### config.mk
export PLATFORM = sky130hd
export DESIGN_NAME = spi_irq_status
export DESIGN_NICKNAME = d
export VERILOG_FILES = /design/src/rtl/spi_irq_pkg.sv /design/src/rtl/spi_irq_ctrl.sv /design/src/rtl/spi_irq_datapath.sv /design/src/rtl/spi_irq_status.sv
export SDC_FILE = /design/constraint.sdc
export NUM_CORES = 1
export LEC_CHECK = 0
export BUFFER_PORTS_ARGS = -buffer_cell sky130_fd_sc_hd__buf_2
export CAP_MARGIN = 10
export CORE_ASPECT_RATIO = 0.75
export CORE_MARGIN = 2
export CORE_UTILIZATION = 52
export CTS_CLUSTER_SIZE = 28
export DETAILED_ROUTE_END_ITERATION = 10
export PLACE_DENSITY = 0.85
export SKIP_LAST_GASP = 1
export SYNTH_ARGS = -nofsm -noshare
export SYNTH_HDL_FRONTEND = slang
export SYNTH_SLANG_ARGS = --single-unit
### constraint.sdc
create_clock -name clk -period 4.1 [get_ports clk]
set_input_delay 0.41 -clock clk [delete_from_list [all_inputs] [get_ports clk]]
set_output_delay 0.41 -clock clk [all_outputs]
set_load 0.01 [all_outputs]
### src/rtl/spi_irq_pkg.sv
package spi_irq_pkg;
  localparam int ADDR_W  = 3;
  localparam int STAT_W  = 7;
  localparam int STICKY_N = 3;

  localparam logic [ADDR_W-1:0] ADDR_STATUS  = 3'd0;
  localparam logic [ADDR_W-1:0] ADDR_ENABLE  = 3'd1;
  localparam logic [ADDR_W-1:0] ADDR_DISABLE = 3'd2;
  localparam logic [ADDR_W-1:0] ADDR_MASK    = 3'd3;
  localparam logic [ADDR_W-1:0] ADDR_TXTHR   = 3'd4;
  localparam logic [ADDR_W-1:0] ADDR_RXTHR   = 3'd5;

  // status bit positions
  localparam int BIT_RXOVF  = 0;
  localparam int BIT_MFAIL  = 1;
  localparam int BIT_TXLOW  = 2;
  localparam int BIT_TXFULL = 3;
  localparam int BIT_RXLVL  = 4;
  localparam int BIT_RXFULL = 5;
  localparam int BIT_TXUND  = 6;

  typedef struct packed {
    logic clrSticky;
    logic setMask;
    logic clrMask;
    logic ldTxThr;
    logic ldRxThr;
  } strobe_t;
endpackage

### src/rtl/spi_irq_ctrl.sv
module spi_irq_ctrl
  import spi_irq_pkg::*;
(
  input  logic              clk,
  input  logic              rstN,
  input  logic              wrEn,
  input  logic [ADDR_W-1:0] wrAddr,
  output strobe_t           stb
);
  always_comb begin
    stb = '0;
    if (wrEn) begin
      unique case (wrAddr)
        ADDR_STATUS:  stb.clrSticky = 1'b1;
        ADDR_ENABLE:  stb.setMask   = 1'b1;
        ADDR_DISABLE: stb.clrMask   = 1'b1;
        ADDR_TXTHR:   stb.ldTxThr   = 1'b1;
        ADDR_RXTHR:   stb.ldRxThr   = 1'b1;
        default:      stb = '0;
      endcase
    end
  end

  // at most one register action per write
  a_r5_one_strobe: assert property (@(posedge clk) disable iff (!rstN)
    $onehot0(stb));
  // no action without a write strobe
  a_r5_idle_quiet: assert property (@(posedge clk) disable iff (!rstN)
    !wrEn |-> (stb == '0));
endmodule

### src/rtl/spi_irq_datapath.sv
module spi_irq_datapath
  import spi_irq_pkg::*;
#(
  parameter int FIFO_DEPTH = 32,
  parameter int DATA_W     = 8,
  parameter int CNT_W      = $clog2(FIFO_DEPTH + 1)
) (
  input  logic              clk,
  input  logic              rstN,
  input  strobe_t           stb,
  input  logic [DATA_W-1:0] wrData,
  input  logic [ADDR_W-1:0] rdAddr,
  output logic [DATA_W-1:0] rdData,
  input  logic [CNT_W-1:0]  txCount,
  input  logic [CNT_W-1:0]  rxCount,
  input  logic              txFull,
  input  logic              rxFull,
  input  logic              txUnderflowEvt,
  input  logic              rxOverflowEvt,
  input  logic              modeFailEvt,
  output logic [STAT_W-1:0] status,
  output logic [STAT_W-1:0] mask,
  output logic              irq
);
  logic [STICKY_N-1:0] stickyQ;
  logic [STICKY_N-1:0] evtVec;
  logic [STICKY_N-1:0] clrVec;
  logic [STAT_W-1:0]   statusW;
  logic [STAT_W-1:0]   maskQ;
  logic [CNT_W-1:0]    txThrQ;
  logic [CNT_W-1:0]    rxThrQ;
  logic                irqQ;

  assign evtVec = {txUnderflowEvt, modeFailEvt, rxOverflowEvt};
  assign clrVec = stb.clrSticky ? {wrData[BIT_TXUND], wrData[BIT_MFAIL], wrData[BIT_RXOVF]}
                                : '0;

  for (genvar g = 0; g < STICKY_N; g++) begin : gSticky
    always_ff @(posedge clk or negedge rstN) begin
      if (!rstN)          stickyQ[g] <= 1'b0;
      else if (evtVec[g]) stickyQ[g] <= 1'b1;
      else if (clrVec[g]) stickyQ[g] <= 1'b0;
    end
  end

  always_comb begin
    statusW             = '0;
    statusW[BIT_RXOVF]  = stickyQ[0];
    statusW[BIT_MFAIL]  = stickyQ[1];
    statusW[BIT_TXLOW]  = txCount < txThrQ;
    statusW[BIT_TXFULL] = txFull;
    statusW[BIT_RXLVL]  = rxCount >= rxThrQ;
    statusW[BIT_RXFULL] = rxFull;
    statusW[BIT_TXUND]  = stickyQ[2];
  end

  always_ff @(posedge clk or negedge rstN) begin
    if (!rstN) begin
      maskQ  <= '0;
      txThrQ <= CNT_W'(1);
      rxThrQ <= CNT_W'(1);
      irqQ   <= 1'b0;
    end else begin
      if (stb.setMask) maskQ <= maskQ | wrData[STAT_W-1:0];
      if (stb.clrMask) maskQ <= maskQ & ~wrData[STAT_W-1:0];
      if (stb.ldTxThr) txThrQ <= wrData[CNT_W-1:0];
      if (stb.ldRxThr) rxThrQ <= wrData[CNT_W-1:0];
      irqQ <= |(maskQ & statusW);
    end
  end

  always_comb begin
    unique case (rdAddr)
      ADDR_STATUS: rdData = DATA_W'(statusW);
      ADDR_MASK:   rdData = DATA_W'(maskQ);
      ADDR_TXTHR:  rdData = DATA_W'(txThrQ);
      ADDR_RXTHR:  rdData = DATA_W'(rxThrQ);
      default:     rdData = '0;
    endcase
  end

  assign status = statusW;
  assign mask   = maskQ;
  assign irq    = irqQ;

  // a sticky flag without a clearing 1 stays set
  a_r2_sticky_hold: assert property (@(posedge clk) disable iff (!rstN)
    1'b1 |=> ((stickyQ & $past(stickyQ & ~clrVec)) == $past(stickyQ & ~clrVec)));
  // an event always leaves its flag set, even against a clear
  a_r3_event_wins: assert property (@(posedge clk) disable iff (!rstN)
    1'b1 |=> ((stickyQ & $past(evtVec)) == $past(evtVec)));
  // enabled bits appear in the mask
  a_r5_enable_sets: assert property (@(posedge clk) disable iff (!rstN)
    stb.setMask |=> ((maskQ & $past(wrData[STAT_W-1:0])) == $past(wrData[STAT_W-1:0])));
  // a mask change needs an enable or disable write
  a_r5_mask_stable: assert property (@(posedge clk) disable iff (!rstN)
    !(stb.setMask || stb.clrMask) |=> $stable(maskQ));
  // interrupt trails masked status by one cycle
  a_r6_irq_lag: assert property (@(posedge clk) disable iff (!rstN)
    1'b1 |=> (irq == $past(|(mask & status))));
endmodule

### src/rtl/spi_irq_status.sv
module spi_irq_status
  import spi_irq_pkg::*;
#(
  parameter int FIFO_DEPTH = 32,
  parameter int DATA_W     = 8,
  parameter int CNT_W      = $clog2(FIFO_DEPTH + 1)
) (
  input  logic              clk,
  input  logic              rstN,
  input  logic              wrEn,
  input  logic [ADDR_W-1:0] wrAddr,
  input  logic [DATA_W-1:0] wrData,
  input  logic [ADDR_W-1:0] rdAddr,
  output logic [DATA_W-1:0] rdData,
  input  logic [CNT_W-1:0]  txCount,
  input  logic [CNT_W-1:0]  rxCount,
  input  logic              txFull,
  input  logic              rxFull,
  input  logic              txUnderflowEvt,
  input  logic              rxOverflowEvt,
  input  logic              modeFailEvt,
  output logic [STAT_W-1:0] status,
  output logic [STAT_W-1:0] mask,
  output logic              irq
);
  strobe_t stb;

  spi_irq_ctrl uCtrl (
    .clk    (clk),
    .rstN   (rstN),
    .wrEn   (wrEn),
    .wrAddr (wrAddr),
    .stb    (stb)
  );

  spi_irq_datapath #(
    .FIFO_DEPTH (FIFO_DEPTH),
    .DATA_W     (DATA_W),
    .CNT_W      (CNT_W)
  ) uDp (
    .clk            (clk),
    .rstN           (rstN),
    .stb            (stb),
    .wrData         (wrData),
    .rdAddr         (rdAddr),
    .rdData         (rdData),
    .txCount        (txCount),
    .rxCount        (rxCount),
    .txFull         (txFull),
    .rxFull         (rxFull),
    .txUnderflowEvt (txUnderflowEvt),
    .rxOverflowEvt  (rxOverflowEvt),
    .modeFailEvt    (modeFailEvt),
    .status         (status),
    .mask           (mask),
    .irq            (irq)
  );
endmodule

==> results of run 1 <==
==> power by group <==
part	internal [mW]	switching, mW
Combinational	0.0888	0.106
Sequential	0.261	0.0264
Clock	0.0695	0.0747
Total	0.419	0.207
==> synth_stat cells (all sizes together) (2+ instances only) <==
cell    instances
dfrtp          21
a21oi          20
nand2          18
ha             11
inv            11
nor2            9
mux2            7
o21ai           7
a22oi           6
buf             6
mux2i           6
a21o            5
o22ai           4
nand2b          3
nand3           3
and3b           2
dfstp           2
nand4           2
nor2b           2
==> metrics by stage <==
step | power [mW] | worst slack, ns
detailed placement | 0.483 | 2.00
CTS | 0.622 | 1.74
global route | 0.662 | 1.71
global placement | 0.465 | 2.10
floorplan | 0.403 | 2.24
finish | 0.626 | 1.75
==> per-layer routing <==
layer	global-route usage	up-vias
met2	0.457	77
li1	-	656
met5	0	-
met4	0.0461	0
met3	0.0525	8
met1	0.327	637
==> critical path, delay by kind of cell, from the launching register on <==
kind,cells,cell delay (ns)
buffers and inverters,1,0.13
adders and majority gates,1,0.22
AOI/OAI and AO/OA,3,0.62
and+or+nand+nor,1,0.14
DFF,1,0.56
==> area by class of cell <==
cell class                 instances  area [um^2]  area share
tap                               36         45.0      0.0256
multi-input combinational        114          778       0.443
inverter                          11         41.3      0.0235
clock buffer                       4         45.0      0.0256
sequential                        23          578       0.329
timing repair buffer              54          270       0.154
==> cell families after synthesis <==
kind of cell | share of synthesized area
AO/OA/AOI/OAI | 0.197
AND/OR/NAND/NOR | 0.150
flip-flops | 0.402
buffers and inverters | 0.0574
multiplexers | 0.0965
adder cells (fa/ha/maj) | 0.0957
other | 0.00261
==> path summary, 6_finish.rpt <==
check                                            end  slack [ns]  cells past startpoint
hold reg to reg            uDp.status[6]$_DFFE_PN0P_        0.55                      1
hold / removal             uDp.rxThrQ[1]$_DFFE_PN0P_        0.11                      1
min in group clk           uDp.status[1]$_DFFE_PN0P_        0.31                      2
setup / recovery                           rdData[4]        1.75                      6
setup reg to reg                   uDp.irq$_DFF_PN0_        2.32                      5
max in group asynchronous  uDp.rxThrQ[0]$_DFFE_PN1P_        3.63                      1
==> out/results.ini, run 1 <==
[critical_path]
path_cells=ha_1 -> nand2b_1 -> a21oi_1 -> o221ai_1 -> a21o_1 -> buf_2
critPathSlowestCell=dfstp_2
critPathMaxStageDelay_ns=0.56
arrival_ns=1.94
crit_type=flop to output pin
end_kind=output pin
reg2reg_from=uDp.rxThrQ[0]$_DFFE_PN1P_
cp.required_ns=3.69
start_kind=flop
crit_fanout=3
cp-startpoint=uDp.rxThrQ[0]$_DFFE_PN1P_

[clocking]
insertion_delay_ns=0.27
cts_buffer_depth=2
root_buffer=clkbuf_8
cts.repair.resized=0
cts_sinks=23
cts_hold_buf=0
cts_tree=built
cts_made_buffers=3
post_cts_buffers=0
cts_htree_levels=1
path_clk_slew_ns=0.08

[global_routing]
grt_max_degree=24
grt-ovfl-total=0
grt_pass1_wl_um=6330
first_global_vias=1361
grt_use_total=0.257
antenna_found_initial=0

[final_layout]
nets=252
final_common_cell=buf_2
n_antenna_cell=0
drive_gt1_frac=0.330
most-common-layout-cells=54 x buf_2, 21 x dfrtp_1, 20 x a21oi_1
final_cells=242
finalInstanceArea_um2=1760
final_util=0.670
fillers=209
synthToLayoutAreaGrowth_pct=22.2

[worst_hold_path]
hold_path.class=input port to asynchronous set/reset pin

[route]
wl_met1_um=1560
routed-wl-met3_um=337
drt-pass1-iter-count=5
detail-route-antenna-nets=0
wire_per_inst_um=16.1
route.met2.wl_um=1950
wl_um=3890
drc=0
avgViaCountPerCell=5.69
vias=1378
drtIter0Drc=61
top_layer_used=met4

[timing]
setup_tns_ns=0
fin_skew_ns=0.00305
fmax_mhz=425
slew_headroom=0.652
slew_viol_final=0
finalCriticalPeriod_ns=2.35
finalCritPeriodShare=0.573
worstMarginPinSlew_ns=0.522
hold_ws_ns=0.108
finalSetupViolCount=0
final-hold-violation-count=0
rsz0062_at_grt=no

[logic_synthesis]
ys_top_cells_by_area=dfrtp_1 37%, ha_1 9.6%, a21oi_1 7.0%, mux2_2 5.5%, nand2_1 4.7%
yosysUniqueCellTypes=30
ys_seq_area_frac=0.402
synth-main-ff-cell=dfrtp_1
ys_warn_count=0
synth_edf_count=0
synth_top_cell_area_share=0.365
ys_ff_latch=23
synthCells=155
yosysTopAreaCell=dfrtp_1
synthesis.nets=200
synthesis.area_um2=1440
syn_area_per_cell_um2=9.28
async_reset_ff_frac=1.00

[die]
fp.dieH_um=49.6
die-area_um2=3210
die-width_um=64.7
initial_core_util=0.549
rows=16
ios=57
core_area_um2=2620

[place]
place_area_um2=1710
dp.cells=238
gp_congestion=0.800
io_buffers=54
dp_hpwl_um=2960

[run]
cap_violations=0

[status]
status=completed

[pwr]
power.leakage_nw=0.896
ir_worst_vdd_mv=0.278
powerDensity_nw_per_um2=356

No activity file was read; power rests on OpenSTA's default activity.
==> run 2, diff against run 1 <==
--- a/config.mk
+++ b/config.mk
@@ -9,10 +9,10 @@
 export CAP_MARGIN = 10
 export CORE_ASPECT_RATIO = 0.75
 export CORE_MARGIN = 2
-export CORE_UTILIZATION = 52
+export CORE_UTILIZATION = 48
 export CTS_CLUSTER_SIZE = 28
 export DETAILED_ROUTE_END_ITERATION = 10
-export PLACE_DENSITY = 0.85
+export PLACE_DENSITY = 0.79
 export SKIP_LAST_GASP = 1
 export SYNTH_ARGS = -nofsm -noshare
 export SYNTH_HDL_FRONTEND = slang
==> constraint.sdc (replaced) <==
create_clock -name clk -period 2.3 [get_ports clk]
set_input_delay 0.23 -clock clk [delete_from_list [all_inputs] [get_ports clk]]
set_output_delay 0.23 -clock clk [all_outputs]
set_load 0.01 [all_outputs]
==> out/results.ini, run 2 (synthesis results as in run 1) <==
[global_routing]
grt_max_degree=24
grt-ovfl-total=0
grt_use_total=0.213
grtUsageMet3=0.0396
antenna_found_initial=0
met2_usage=0.332
first_global_vias=1207
grt_pass1_wl_um=5440
busiest_layer=met2
met1_usage=0.311

[route]
wire_per_inst_um=13.9
drt-pass1-iter-count=4
wl_um=3410
avgViaCountPerCell=5.28
vias=1293
drtIter0Drc=48
drc=0
detail-route-antenna-nets=0

[status]
status=completed

[timing]
finalCritPeriodShare=0.895
final-hold-violation-count=0
slew_headroom=0.655
fmax_mhz=486
slew_viol_final=0
worstMarginPinSlew_ns=0.518
fin_skew_ns=0.00151
rsz0062_at_grt=no
finalCriticalPeriod_ns=2.06
setup_tns_ns=0
finalSetupViolCount=0

[clocking]
insertion_delay_ns=0.26
cts_made_buffers=3
path_clk_slew_ns=0.08
cts_htree_levels=1
post_cts_buffers=0
cts.repair.resized=0
root_buffer=clkbuf_8
cts_tree=built
cts_sinks=23
cts_buffer_depth=2
cts_hold_buf=1

[critical_path]
start_kind=flop
cp.required_ns=2.07
r2r_cells=5
end_kind=output pin
crit_type=flop to output pin
crit_fanout=3
arrival_ns=1.83

[die]
fp.dieH_um=51.4
die-area_um2=3460
initial_core_util=0.497
ios=57
rows=17
core_area_um2=2890
die-width_um=67.2

[final_layout]
final_common_cell=buf_2
n_antenna_cell=0
multi_input_area_um2=778
finalInstanceArea_um2=1770
fillers=263
most-common-layout-cells=54 x buf_2, 21 x dfrtp_1, 20 x a21oi_1
final-seq-area_um2=578
synthToLayoutAreaGrowth_pct=23.0
final_cells=245
nets=253
drive_gt1_frac=0.329

[place]
dp.cells=240
io_buffers=54
dp_hpwl_um=2680
gp_congestion=0.844
place_area_um2=1720

[worst_hold_path]
whs_path_depth=2
hold_path.class=input port to flop

[pwr]
ir_worst_vdd_mv=0.377
powerDensity_nw_per_um2=618
power.leakage_nw=0.900
power_mw=1.09

[run]
cap_violations=0

## run 2: where the power goes
group          switching [mW]  total (mW)  leakage [nW]  internal, mW
Sequential             0.0407       0.505         0.277         0.465
Combinational           0.177       0.334         0.600         0.158
Clock                   0.130       0.253        0.0228         0.124
## run 2: cell type report
type,instances,area share
multi-input cells,114,0.440
flip-flops and latches,23,0.327
repair buffers,55,0.158
well taps,38,0.0269
clock buffers,4,0.0254
inverters,11,0.0233
## run 2: path summary, 6_finish.rpt
check	start	end	slack [ns]
min in group asynchronous	rstN	uDp.status[1]$_DFFE_PN0P_	0.47
max	uDp.rxThrQ[0]$_DFFE_PN1P_	rdData[4]	0.24
max in group asynchronous	rstN	uDp.txThrQ[0]$_DFFE_PN1P_	1.48
min	modeFailEvt	uDp.status[1]$_DFFE_PN0P_	0.14
min reg2reg	uDp.rxThrQ[1]$_DFFE_PN0P_	uDp.rxThrQ[1]$_DFFE_PN0P_	0.54
max reg2reg	uDp.rxThrQ[0]$_DFFE_PN1P_	uDp.irq$_DFF_PN0_	0.63
## run 2: through the flow
step / hold WS (ns) / setup WS (ns) / utilization
2_1_floorplan: -0.0656 / 0.618 / -
3_3_place_gp: 0.228 / 0.544 / 0.593
3_5_place_dp: 0.232 / 0.530 / 0.593
4_1_cts: 0.137 / 0.229 / 0.612
5_1_grt: 0.141 / 0.116 / 0.612
6_report: 0.137 / 0.242 / 0.612
## run 2: per-layer routing
layer	up-vias	wire [um]
met4	0	9
li1	655	-
met3	2	194
met1	597	1680
met5	-	0
met2	39	1530
## run 2: critical path, stage by stage, from the launching register on
cell,delay (ns)
dfstp_2,0.55
ha_1,0.22
nand2b_1,0.14
a21oi_1,0.15
o221ai_1,0.19
a21o_1,0.20
buf_2,0.13
==> run 3, diff against run 2 <==
--- a/config.mk
+++ b/config.mk
@@ -5,6 +5,7 @@
 export SDC_FILE = /design/constraint.sdc
 export NUM_CORES = 1
 export LEC_CHECK = 0
+export ABC_AREA = 1
 export BUFFER_PORTS_ARGS = -buffer_cell sky130_fd_sc_hd__buf_2
 export CAP_MARGIN = 10
 export CORE_ASPECT_RATIO = 0.75
==> out/results.ini, run 3 <==
[timing]
fmax_mhz=528
rsz0062_at_grt=no
fin_skew_ns=0.00337
hold_ws_ns=0.158
final-hold-violation-count=0
setup_tns_ns=0
slew_viol_final=0
finalSetupViolCount=0
finalCritPeriodShare=0.823
finalCriticalPeriod_ns=1.89

[critical_path]
cp-startpoint=uDp.txThrQ[5]$_DFFE_PN0P_
arrival_ns=1.66
crit_type=flop to output pin
reg2reg_from=uDp.txThrQ[5]$_DFFE_PN0P_
critPathSlowestCell=dfrtp_1
path_cells=inv_1 -> ha_1 -> nand2_1 -> inv_1 -> a21oi_1 -> nand3_1 -> nand3_1 -> buf_2
crit_fanout=3
critPathMaxStageDelay_ns=0.38
end_kind=output pin
cp.required_ns=2.07
start_kind=flop

[die]
core_area_um2=2940
ios=57
die-width_um=67.9
fp.dieH_um=51.9
die-area_um2=3520
rows=17
initial_core_util=0.500

[global_routing]
grt_pass1_wl_um=5420
first_global_vias=1217
grt-ovfl-total=0
grt_max_degree=24
antenna_found_initial=0
grt_use_total=0.212

[logic_synthesis]
synthesis.area_um2=1470
synth_edf_count=0
synth_top_cell_area_share=0.358
async_reset_ff_frac=1.00
yosysMostFrequentCell=nand2_1
ys_seq_area_frac=0.394
synthTopCellsByCount=53 x nand2_1, 44 x inv_1, 21 x dfrtp_1, 21 x o21ai_0, 11 x ha_1
yosysTopAreaCell=dfrtp_1
yosysUniqueCellTypes=21
ys_ff_latch=23
ys_top_cells_by_area=dfrtp_1 36%, nand2_1 14%, inv_1 11%, ha_1 9.4%, o21ai_0 7.2%
synthesis.nets=247
synthCells=202
ys_warn_count=0
synth-main-ff-cell=dfrtp_1
syn_area_per_cell_um2=7.27

[clocking]
post_cts_buffers=0
cts_buffer_depth=2
root_buffer=clkbuf_8
cts.repair.resized=0
cts_sinks=23
path_clk_slew_ns=0.07
cts_tree=built
cts_hold_buf=1
cts_htree_levels=1
cts_made_buffers=3
insertion_delay_ns=0.26

[final_layout]
finalInstanceArea_um2=1810
synthToLayoutAreaGrowth_pct=23.3
nets=302
final_common_cell=buf_2
final_util=0.617
fillers=276
drive_gt1_frac=0.246
n_antenna_cell=0
most-common-layout-cells=54 x buf_2, 53 x nand2_1, 44 x inv_1

[place]
place_area_um2=1750
io_buffers=54
gp_congestion=0.889
dp_hpwl_um=2840

[route]
drtIter0Drc=74
detail-route-antenna-nets=0
vias=1459
avgViaCountPerCell=4.96
wl_um=3450
drt-pass1-iter-count=4
drc=0
wire_per_inst_um=11.7

[pwr]
powerDensity_nw_per_um2=646
power.leakage_nw=1.04
power_mw=1.17
ir_worst_vdd_mv=0.419

[status]
status=completed

[run]
cap_violations=0

[worst_hold_path]
hold_path.class=input port to flop
min_from=rxOverflowEvt

-- run 3: layer usage --
layer	part of all wire	global-route usage
met2	0.42	0.335
met3	0.074	0.0303
met4	0.016	0.0700
met5	0	0
met1	0.49	0.300
-- run 3: worst paths after layout --
kind | cells past startpoint | slack, ns | end
max in group asynchronous | 2 | 1.48 | uDp.txThrQ[0]$_DFFE_PN1P_
min in group asynchronous | 2 | 0.47 | uDp.rxThrQ[5]$_DFFE_PN0P_
worst max-delay path | 8 | 0.41 | rdData[2]
worst min-delay path | 2 | 0.16 | uDp.status[0]$_DFFE_PN0P_
worst min register to register | 2 | 0.49 | uDp.txThrQ[5]$_DFFE_PN0P_
worst max register to register | 7 | 0.95 | uDp.irq$_DFF_PN0_
-- run 3: layout make-up --
type / instances / area, um^2 / share of cell area
Clock inverter: 1 / 5.00 / 0.00276
Inverter: 44 / 165 / 0.0912
Timing Repair Buffer: 55 / 280 / 0.155
Clock buffer: 3 / 41.3 / 0.0228
Multi-Input combinational cell: 130 / 693 / 0.383
Sequential cell: 23 / 578 / 0.319
Tap cell: 38 / 47.5 / 0.0263
-- run 3: cells by family after synthesis --
family                   count (synthesis)  synth area share
adder cells (fa/ha/maj)                 11            0.0937
AO/OA/AOI/OAI                           40             0.152
buffers and inverters                   49             0.135
AND/OR/NAND/NOR                         78             0.223
other                                    1           0.00255
flip-flops                              23             0.394
-- run 3: power by group --
group          internal [mW]  switching [mW]
combinational          0.162           0.223
clock                  0.121           0.121
sequential             0.480          0.0631
-- run 3: metrics by stage --
step / setup slack, ns / cells
after global routing: 0.225 / 294
after global placement: 0.699 / 289
final: 0.406 / 294
after floorplan: 0.866 / 202
after detailed placement: 0.682 / 289
after CTS: 0.385 / 294
-- run 3: critical path, delay by kind of cell (launching register included) --
family,cells,cell delay [ns]
AO/OA/AOI/OAI,1,0.20
adder cells (fa/ha/maj),1,0.25
buffers and inverters,3,0.28
flip-flops,1,0.38
AND/OR/NAND/NOR,3,0.28
